### src/rtl/enc_pkg.sv
package enc_pkg;

    typedef enum logic {
        ST_ARMED   = 1'b0,
        ST_LATCHED = 1'b1
    } det_state_t;

    typedef enum logic [1:0] {
        STEP_NONE = 2'd0,
        STEP_UP   = 2'd1,
        STEP_DN   = 2'd2
    } step_t;

endpackage

### src/rtl/enc_sync.sv
module enc_sync #(
    parameter int W       = 2,
    parameter int STAGES  = 2,
    parameter logic [W-1:0] RST_VAL = '1
) (
    input  logic         clk,
    input  logic         rst,
    input  logic [W-1:0] din,
    output logic [W-1:0] dout
);

    logic [W-1:0] stg [STAGES];

    always_ff @(posedge clk) begin
        if (rst) stg[0] <= RST_VAL;
        else     stg[0] <= din;
    end

    for (genvar i = 1; i < STAGES; i++) begin : g_stage
        always_ff @(posedge clk) begin
            if (rst) stg[i] <= RST_VAL;
            else     stg[i] <= stg[i-1];
        end
    end

    assign dout = stg[STAGES-1];

endmodule

### src/rtl/enc_poll_div.sv
module enc_poll_div #(
    parameter int DIV = 64
) (
    input  logic clk,
    input  logic rst,
    input  logic stb,
    output logic poll
);

    localparam int CW = (DIV > 1) ? $clog2(DIV) : 1;
    localparam logic [CW-1:0] LAST = CW'(DIV - 1);

    logic [CW-1:0] cnt;

    assign poll = stb && (cnt == LAST);

    always_ff @(posedge clk) begin
        if (rst)       cnt <= '0;
        else if (poll) cnt <= '0;
        else if (stb)  cnt <= cnt + 1'b1;
    end

    p_poll_on_strobe_r2: assert property (@(posedge clk) disable iff (rst)
        poll |-> stb);

    p_no_back_to_back_poll_r2: assert property (@(posedge clk) disable iff (rst)
        poll |=> !poll);

endmodule

### src/rtl/enc_detent_fsm.sv
module enc_detent_fsm
    import enc_pkg::*;
(
    input  logic  clk,
    input  logic  rst,
    input  logic  poll,
    input  logic  ph0,
    input  logic  ph1,
    output step_t step
);

    det_state_t state, state_nx;

    always_ff @(posedge clk) begin
        if (rst) state <= ST_ARMED;
        else     state <= state_nx;
    end

    always_comb begin
        state_nx = state;
        step     = STEP_NONE;
        if (poll) begin
            unique case (state)
                ST_ARMED: begin
                    if (!ph0) begin
                        state_nx = ST_LATCHED;
                        step     = ph1 ? STEP_UP : STEP_DN;
                    end
                end
                ST_LATCHED: begin
                    if (ph0) state_nx = ST_ARMED;
                end
                default: state_nx = ST_ARMED;
            endcase
        end
    end

    p_step_needs_low_poll_r4: assert property (@(posedge clk) disable iff (rst)
        (step != STEP_NONE) |-> (poll && !ph0));

    p_latched_silent_r6: assert property (@(posedge clk) disable iff (rst)
        (state == ST_LATCHED) |-> (step == STEP_NONE));

    p_high_rearms_r3: assert property (@(posedge clk) disable iff (rst)
        (poll && ph0) |=> (state == ST_ARMED));

endmodule

### src/rtl/enc_index_reg.sv
module enc_index_reg
    import enc_pkg::*;
#(
    parameter int W    = 3,
    parameter int MAXV = 6,
    parameter int INIT = 3
) (
    input  logic         clk,
    input  logic         rst,
    input  step_t        step,
    output logic [W-1:0] idx,
    output logic         chg
);

    localparam logic [W-1:0] TOP  = W'(MAXV);
    localparam logic [W-1:0] BOOT = W'(INIT);

    logic [W-1:0] idx_nx;
    logic         chg_nx;

    always_comb begin
        idx_nx = idx;
        chg_nx = 1'b0;
        unique case (step)
            STEP_UP: if (idx < TOP) begin
                idx_nx = idx + 1'b1;
                chg_nx = 1'b1;
            end
            STEP_DN: if (idx != '0) begin
                idx_nx = idx - 1'b1;
                chg_nx = 1'b1;
            end
            default: ;
        endcase
    end

    always_ff @(posedge clk) begin
        if (rst) begin
            idx <= BOOT;
            chg <= 1'b0;
        end else begin
            idx <= idx_nx;
            chg <= chg_nx;
        end
    end

    p_idx_in_range_r7: assert property (@(posedge clk) disable iff (rst)
        idx <= TOP);

    p_chg_marks_move_r9: assert property (@(posedge clk) disable iff (rst)
        chg == (idx != $past(idx)));

    p_chg_one_clock_r9: assert property (@(posedge clk) disable iff (rst)
        chg |=> !chg);

    p_unit_move_r4: assert property (@(posedge clk) disable iff (rst)
        (idx != $past(idx)) |-> ((idx == $past(idx) + 1'b1) || (idx == $past(idx) - 1'b1)));

    p_quiet_without_step_r2: assert property (@(posedge clk) disable iff (rst)
        ($past(step) == STEP_NONE) |-> $stable(idx));

endmodule

### src/rtl/enc_cutoff_ctrl.sv
module enc_cutoff_ctrl
    import enc_pkg::*;
#(
    parameter int POLL_DIV    = 64,
    parameter int SYNC_STAGES = 2,
    parameter int IDX_W       = 3,
    parameter int IDX_MAX     = 6,
    parameter int IDX_INIT    = 3
) (
    input  logic             clk,
    input  logic             rst,
    input  logic             smp_stb,
    input  logic             enc_ph0,
    input  logic             enc_ph1,
    output logic [IDX_W-1:0] cut_idx,
    output logic             idx_chg
);

    logic [1:0] pins_s;
    logic       poll;
    step_t      step;

    enc_sync #(.W(2), .STAGES(SYNC_STAGES), .RST_VAL(2'b11)) u_sync (
        .clk  (clk),
        .rst  (rst),
        .din  ({enc_ph1, enc_ph0}),
        .dout (pins_s)
    );

    enc_poll_div #(.DIV(POLL_DIV)) u_div (
        .clk  (clk),
        .rst  (rst),
        .stb  (smp_stb),
        .poll (poll)
    );

    enc_detent_fsm u_fsm (
        .clk  (clk),
        .rst  (rst),
        .poll (poll),
        .ph0  (pins_s[0]),
        .ph1  (pins_s[1]),
        .step (step)
    );

    enc_index_reg #(.W(IDX_W), .MAXV(IDX_MAX), .INIT(IDX_INIT)) u_idx (
        .clk  (clk),
        .rst  (rst),
        .step (step),
        .idx  (cut_idx),
        .chg  (idx_chg)
    );

    p_pulse_follows_poll_r9: assert property (@(posedge clk) disable iff (rst)
        idx_chg |-> $past(poll));

endmodule

### config.mk
export PLATFORM = sky130hd
export DESIGN_NAME = enc_cutoff_ctrl
export DESIGN_NICKNAME = d
export VERILOG_FILES = /design/src/rtl/enc_pkg.sv /design/src/rtl/enc_sync.sv /design/src/rtl/enc_poll_div.sv /design/src/rtl/enc_detent_fsm.sv /design/src/rtl/enc_index_reg.sv /design/src/rtl/enc_cutoff_ctrl.sv
export SDC_FILE = /design/constraint.sdc
export NUM_CORES = 1
export LEC_CHECK = 0
export ABC_CLOCK_PERIOD_IN_PS = 3410
export CAP_MARGIN = 20
export CORE_AREA = 5 5 42 44
export CTS_CLUSTER_DIAMETER = 40
export DETAILED_ROUTE_END_ITERATION = 10
export DIE_AREA = 0 0 47 49
export DONT_BUFFER_PORTS = 1
export PLACE_DENSITY = 0.69
export SKIP_LAST_GASP = 1
export SYNTH_ARGS = -nofsm -noshare
export SYNTH_HDL_FRONTEND = slang
export SYNTH_SLANG_ARGS = --single-unit
### constraint.sdc
create_clock -name clk -period 3.41 [get_ports clk]
set_input_delay 0.341 -clock clk [delete_from_list [all_inputs] [get_ports clk]]
set_output_delay 0.341 -clock clk [all_outputs]
set_load 0.005 [all_outputs]
# [Word-level counts from Yosys, hierarchy flattened]
# Memories as Yosys holds them, arrays and structs flattened.
# Index checks and enable logic that the tools add are counted.
[word_totals] regBits=11 ramBits=4 out_inout_bits=4 wordCells=37 n_memories=1
[op_classes] addsub=3 order_cmp=1 eq_ne=5 mux=16 n_bitwise=2 reduce_logical=5
[memory_table] memory="u_sync.stg" depth=2 word_bits=2 rd=2 rd_clocked_by_memory_dff=0 write_ports=2 line_no="enc_sync.sv:12" source="logic [W-1:0] stg [STAGES];"
[op_table] cell="2-bit 2-to-1 mux" count=6
[op_table] cell="6-bit by 1-bit adder with 6-bit output (second input constant)" count=1
[op_table] cell="6-bit == test (second input constant)" count=1
[op_table] cell="1-bit 2-to-1 mux" count=6
[op_table] cell="3-bit 2-to-1 mux" count=2
[op_table] cell="3-bit case mux with 2 select lines" count=1
[op_table] cell="2-bit by 1-bit inequality test with 1-bit output (second input constant)" count=2
[op_table] cell="3-bit by 1-bit adder with 3-bit output (second input constant)" count=1
[op_table] cell="3-bit < comparator (second input constant)" count=1
[op_table] cell="3-bit AND reduction" count=1
[op_table] cell="3-bit nonzero test" count=1
[op_table] cell="3-bit by 1-bit subtractor with 3-bit output (second input constant)" count=1
[op_table] cell="2-bit by 1-bit == test with 1-bit output (second input constant)" count=1
[op_table] cell="2-bit == test (second input constant)" count=1
[op_table] cell="1-bit OR" count=2
[op_table] cell="1-bit case mux with 2 select lines" count=1
[op_table] cell="2-bit nonzero test" count=1
[op_table] cell="2-bit OR reduction" count=1
[op_table] cell="1-bit logical AND" count=1

# [Logic depth before layout (Yosys ltp)]
[depth] ltp_word=7 depth_mapped=10 ltp_nobuf=10

# [Hierarchy]
# A second synthesis with hierarchy kept.
[unflattened] cells_unflattened=80 area_unflattened_um2=754.5
[modules_own_cells] module="enc_index_reg" instances=1 cells_per_inst=40 area_each_um2=339.1 seq_area_each_um2=80.1
[modules_own_cells] module="enc_poll_div" instances=1 cells_per_inst=27 area_each_um2=257.7 seq_area_each_um2=120.1
[modules_own_cells] module="enc_sync" instances=1 cells_per_inst=8 area_each_um2=105.1 seq_area_each_um2=80.1
[modules_own_cells] module="enc_detent_fsm" instances=1 cells_per_inst=5 area_each_um2=52.6 seq_area_each_um2=20.0

# [Worst setup path before layout]
# OpenSTA, ideal clock, no wires.
[synth_timing] kind="reg2reg" startpoint="register u_div.cnt[0]" endpoint="register u_idx.idx[2]" setup_time_ps=58 arrival_ps=2355 slack_ps=997 stages_incl_launch_ff=11 n_path_buf=0 synth_period_minus_slack_ps=2413 cell_sequence="dfxtp_1 -> ha_1 -> nand3_2 -> or2_4 -> nor4_1 -> ha_1 -> inv_1 -> fa_1 -> or2_2 -> a21oi_1 -> o21a_1"
[synth_via] elab_chain_cells=6 elab_cells_between_ends=10 cone_classes="eq/ne: 5; mux: 2; reduce/logical: 3"
[synth_rtl] element="from (decl)" line_no="enc_poll_div.sv:13" source="logic [CW-1:0] cnt;"
[synth_rtl] element="from (signal assigned)" line_no="enc_poll_div.sv:20" source="else if (stb) cnt <= cnt + 1'b1;"
[synth_rtl] element="6-bit == test *" line_no="enc_poll_div.sv:15" source="assign poll = stb && (cnt == LAST);"
[synth_rtl] element="1-bit logical AND *" line_no="enc_poll_div.sv:15"
[synth_rtl] element="2-bit 2-to-1 mux *" line_no="enc_detent_fsm.sv:22" source="if (poll) begin"
[synth_rtl] element="2-bit == test or 2-bit by 1-bit == test with 1-bit output (tied branches)" line_no="enc_index_reg.sv:24" source="unique case (step)"
[synth_rtl] element="2-bit by 1-bit inequality test with 1-bit output (no line) or 2-bit nonzero test (tied branches)"
[synth_rtl] element="3-bit AND reduction (no line)"
[synth_rtl] element="to (signal assigned)" line_no="enc_index_reg.sv:42" source="idx <= idx_nx;"
[synth_rtl] element="to (decl)" line_no="enc_index_reg.sv:11" source="output logic [W-1:0] idx,"
# Every way passes the cells marked *; elsewhere a longest branch is shown, timed or not.
# A chain may end at the register's enable or synchronous reset.

# [Worst setup path after layout]
# Same ends and word-level chain as after synthesis.

==> results.md <==
- The flow ran to the end, and the final reports show no timing, DRC or antenna violations.
- By area the synthesized netlist is led by sky130_fd_sc_hd__dfxtp_1 41%, sky130_fd_sc_hd__ha_1 5.1%, sky130_fd_sc_hd__or2_2 4.3%, sky130_fd_sc_hd__xor2_1 3.6%, sky130_fd_sc_hd__a21oi_1 3.4%.
- Summed over all layers, the global routing overflow is 0.
- The clock arrives with roughly 0.0063 ns of skew.
- Cells with a size suffix above 1 make up between 10% and 20% of the layout.
- The hold violation count in the final report came to 0.
- The total detailed-routing wirelength is around 1200 µm.
- After routing the design area is between 700 and 800 µm².
- The net count of the finished layout is roughly 90.
- The cell count after synthesis is 80.
- For this run, the leading register cell type out of synthesis is sky130_fd_sc_hd__dfxtp_1.
- The startpoint class of the critical path is a flip-flop.
- The placement-stage cell area is 736 µm².
- Of all cell types, the one taking the most synthesized area is sky130_fd_sc_hd__dfxtp_1.
- The maximum single-stage delay on the critical path is about 0.42 ns.
- During placement, the flow inserted port buffers numbering 0.
- The startpoint of the most critical setup path is u_div.cnt[0]$_SDFFE_PP0P_.
- Static timing analysis puts the maximum clock frequency at about 0.38 GHz.
- Counting flops and latches in the post-synthesis netlist gives 15.
- The area growth from synthesis to layout is 4.45%.
- The number of antenna violations at the first check in global routing is 0.
- For this configuration, the core starts out at a cell density of a little over half.
- The die covers ~2300 µm².
- The final non-filler cell total is 98.
- At the pin with the least slew margin, the transition time is approximately 0.45 ns.
- The global router's overall resource usage is between 10% and 20%.
- The remaining antenna violation count is 0.
- The slowest stage of the critical path belongs to the cell sky130_fd_sc_hd__fa_1.
- The setup check on the worst reg-to-reg path leaves a slack of just over 0.8 ns.
- After clock tree synthesis, the flow added hold-fix buffers numbering 0.
- The number of post-CTS setup repair buffers is 0.
- The CTS tree is built.
- The detail-routed via count per cell is 5.62.
- In the finished design, the share of the clock period the worst path needs comes to about three quarters.
- The number of synthesized flops with an enable pin is 0.
- The clock latency on the worst-skew pair is roughly 0.28 ns.
- The congestion estimate from routability-driven global placement came to around 0.83.
- The endpoint type of the worst setup path is a flip-flop.
- The number of pins exceeding their max-slew limit in the final report is 0.
- The number of max-cap violations is 0.
- The start point of the worst min-delay path is rst.
- The number of optimization iterations in the first detailed-route pass is 3.
- In the synthesized netlist, the cells that appear most often are 15 x sky130_fd_sc_hd__dfxtp_1, 6 x sky130_fd_sc_hd__inv_1, 6 x sky130_fd_sc_hd__nor2_1.
- The beginning of the worst register-to-register path is u_div.cnt[0]$_SDFFE_PP0P_.
- The post-cts sizing count is 0.
- The number of global-route vias before repair is ~550.
- For this run, the number of Yosys warnings is 0.
- The count of pins on the block boundary is 9.
- The maximum level of the CTS H-tree is 1.
- The clock slew at the register clock pins of the worst setup and hold paths is roughly 0.09 ns.
- Setup repair after global routing left no endpoint under its margin.
- The row count is 14.
- The mean cell area of the mapped netlist is approximately 9.1 µm².
- Of all nets on the critical path, the largest fanout is 8.
- In this design, the largest share of critical-path delay is due to adder cells.
- For the worst setup path, the data required time is 3.64 ns.
- The arrival time at the worst endpoint is 2.83 ns.
- The worst slew slack as a fraction of its limit is between 60% and 70%.
- The final core utilization is a little over half.
- The half-perimeter wire length after detailed placement is between 800 and 900 µm.
- The synthesized design devotes to its leading area cell type between 40% and 50% of total area.
- After detailed routing, the average wire length per cell comes to 12.2 µm.
- The path class of the tightest hold or removal check is in2reg.
- Traced cell by cell, the critical path runs through ha_1, nand3_2, or2_4, nor4_1, ha_1, inv_1, fa_1, or2_2, a21oi_1, o21a_1.
- The vias after detailed routing is between 500 and 600.
- The mapped cell area is ~730 µm².
- The number of CTS-inserted buffers is 3.
- Entering global routing, the biggest net connects 11 pins.
- The number of clock sinks is 15.
- The most frequently used cell type in the post-synthesis netlist is sky130_fd_sc_hd__dfxtp_1.
- The sum of negative setup slack is 0 ns.
- The total power consumption of the routed design is between 0.0002 and 0.0003 W.
- The y dimension of the die is between 40 and 50 µm.
- The clock passes through at most 2 buffers.
- For this run, the register share of the synthesized area comes to about two fifths.
- The number of DRC violations after detailed-routing iteration 0 is 4.
- IR analysis of the VDD net gives a maximum drop of roughly 240 µV.
- The core region is around 1400 µm².
- The final routed DRC violation total is 0.
- The critical path is of the reg2reg type.
- The post-synthesis async set-or-reset flop share is 0%.
- The minimum clock period after layout is roughly 2.6 ns.
- Setup violations remaining at the end of the flow were counted as 0.
- Counting both buffers and inverters, the worst setup path holds a total of 1.
- The net count after synthesis is 89.
- For this design the static power due to leakage is about 0.28 nW.
- The die is 47 µm wide.
- The count of placed standard cells including taps is between 90 and 100.
- The count of different cell masters after synthesis is 32.
- Counting stages on the worst path, the most repeated cell is sky130_fd_sc_hd__ha_1.
- The first-pass GRT wire length is around 2200 µm.
- The cell area power density is 385 nW/µm².
- 0 antenna diodes ended up in the layout.
- The clock root buffer is sky130_fd_sc_hd__clkbuf_4.
cells in the final DEF (no fill, tap or decap), types with 2 or more instances in the layout:
| cell | instances |
|---|---|
| sky130_fd_sc_hd__dfxtp_1 | 15 |
| sky130_fd_sc_hd__inv_1 | 6 |
| sky130_fd_sc_hd__nor2_1 | 6 |
| sky130_fd_sc_hd__a21oi_1 | 5 |
| sky130_fd_sc_hd__or2_2 | 5 |
| sky130_fd_sc_hd__o21ai_0 | 4 |
| sky130_fd_sc_hd__xor2_1 | 3 |
| sky130_fd_sc_hd__nand2_1 | 3 |
| sky130_fd_sc_hd__ha_1 | 3 |
| sky130_fd_sc_hd__clkbuf_4 | 3 |
| sky130_fd_sc_hd__nand3_1 | 2 |
| sky130_fd_sc_hd__xnor2_1 | 2 |
| sky130_fd_sc_hd__nand2b_1 | 2 |
| sky130_fd_sc_hd__nor3_1 | 2 |
| sky130_fd_sc_hd__o211ai_1 | 2 |
| sky130_fd_sc_hd__nand4_1 | 2 |
| sky130_fd_sc_hd__a211oi_1 | 2 |
worst paths after layout:
check | endpoint | cells after the start
setup / recovery | u_idx.idx[2]$_SDFFE_PP0P_ | 10
hold / removal | u_fsm.state$_SDFFE_PP0P_ | 1
setup reg to reg | u_idx.idx[2]$_SDFFE_PP0P_ | 10
hold reg to reg | u_sync.stg[1][0]$_SDFF_PP1_ | 1
routing by layer:
layer / vias up / GRT usage (%) / routed length (µm)
met4: 0 / 8.29 / 19
met1: 255 / 16.1 / 534
met2: 11 / 18.8 / 560
met3: 2 / 3.69 / 80
met5: - / 0 / 0
li1: 283 / - / -
metrics by stage:
stage	hold WS, ns	setup slack [ns]
after CTS	0.110	0.781
after global placement	0.391	0.854
after detailed placement	0.393	0.805
final	0.115	0.806
after global routing	0.0867	0.591
after floorplan	0.389	0.997
flip-flops by register name, indices dropped and copies added (netlist names):
name,count
u_div.cnt,6
u_fsm.state,1
u_idx.chg,1
u_idx.idx,3
u_sync.stg,4
report_power, final:
part | internal (W) | total (W) | switching [W] | leakage, nW
clock network | 0.0000435 | 0.000101 | 0.0000573 | 0.0177
registers | 0.000180 | 0.000183 | 0.00000322 | 0.122
logic | 0.00000553 | 0.00000997 | 0.00000444 | 0.142
total | 0.000229 | 0.000294 | 0.0000649 | 0.282
area by class of cell:
type                    count  area [µm²]
clock inverters             1        5.00
clock buffers               3        22.5
multi-input cells          57         393
well taps                  16        20.0
inverters                   6        22.5
fillers                   138         638
flip-flops and latches     15         300
cells by family (layout without fill, tap and decap cells):
kind of cell	Yosys count	count (layout)	synth area share, %
simple gates	30	30	24.0
compound gates	17	17	14.6
flops	15	15	41.1
buf+inv	8	10	5.14
xor+xnor	5	5	5.99
fa+ha+maj	4	4	7.88
mux	1	1	1.37
(Power assumes the default switching activity.)
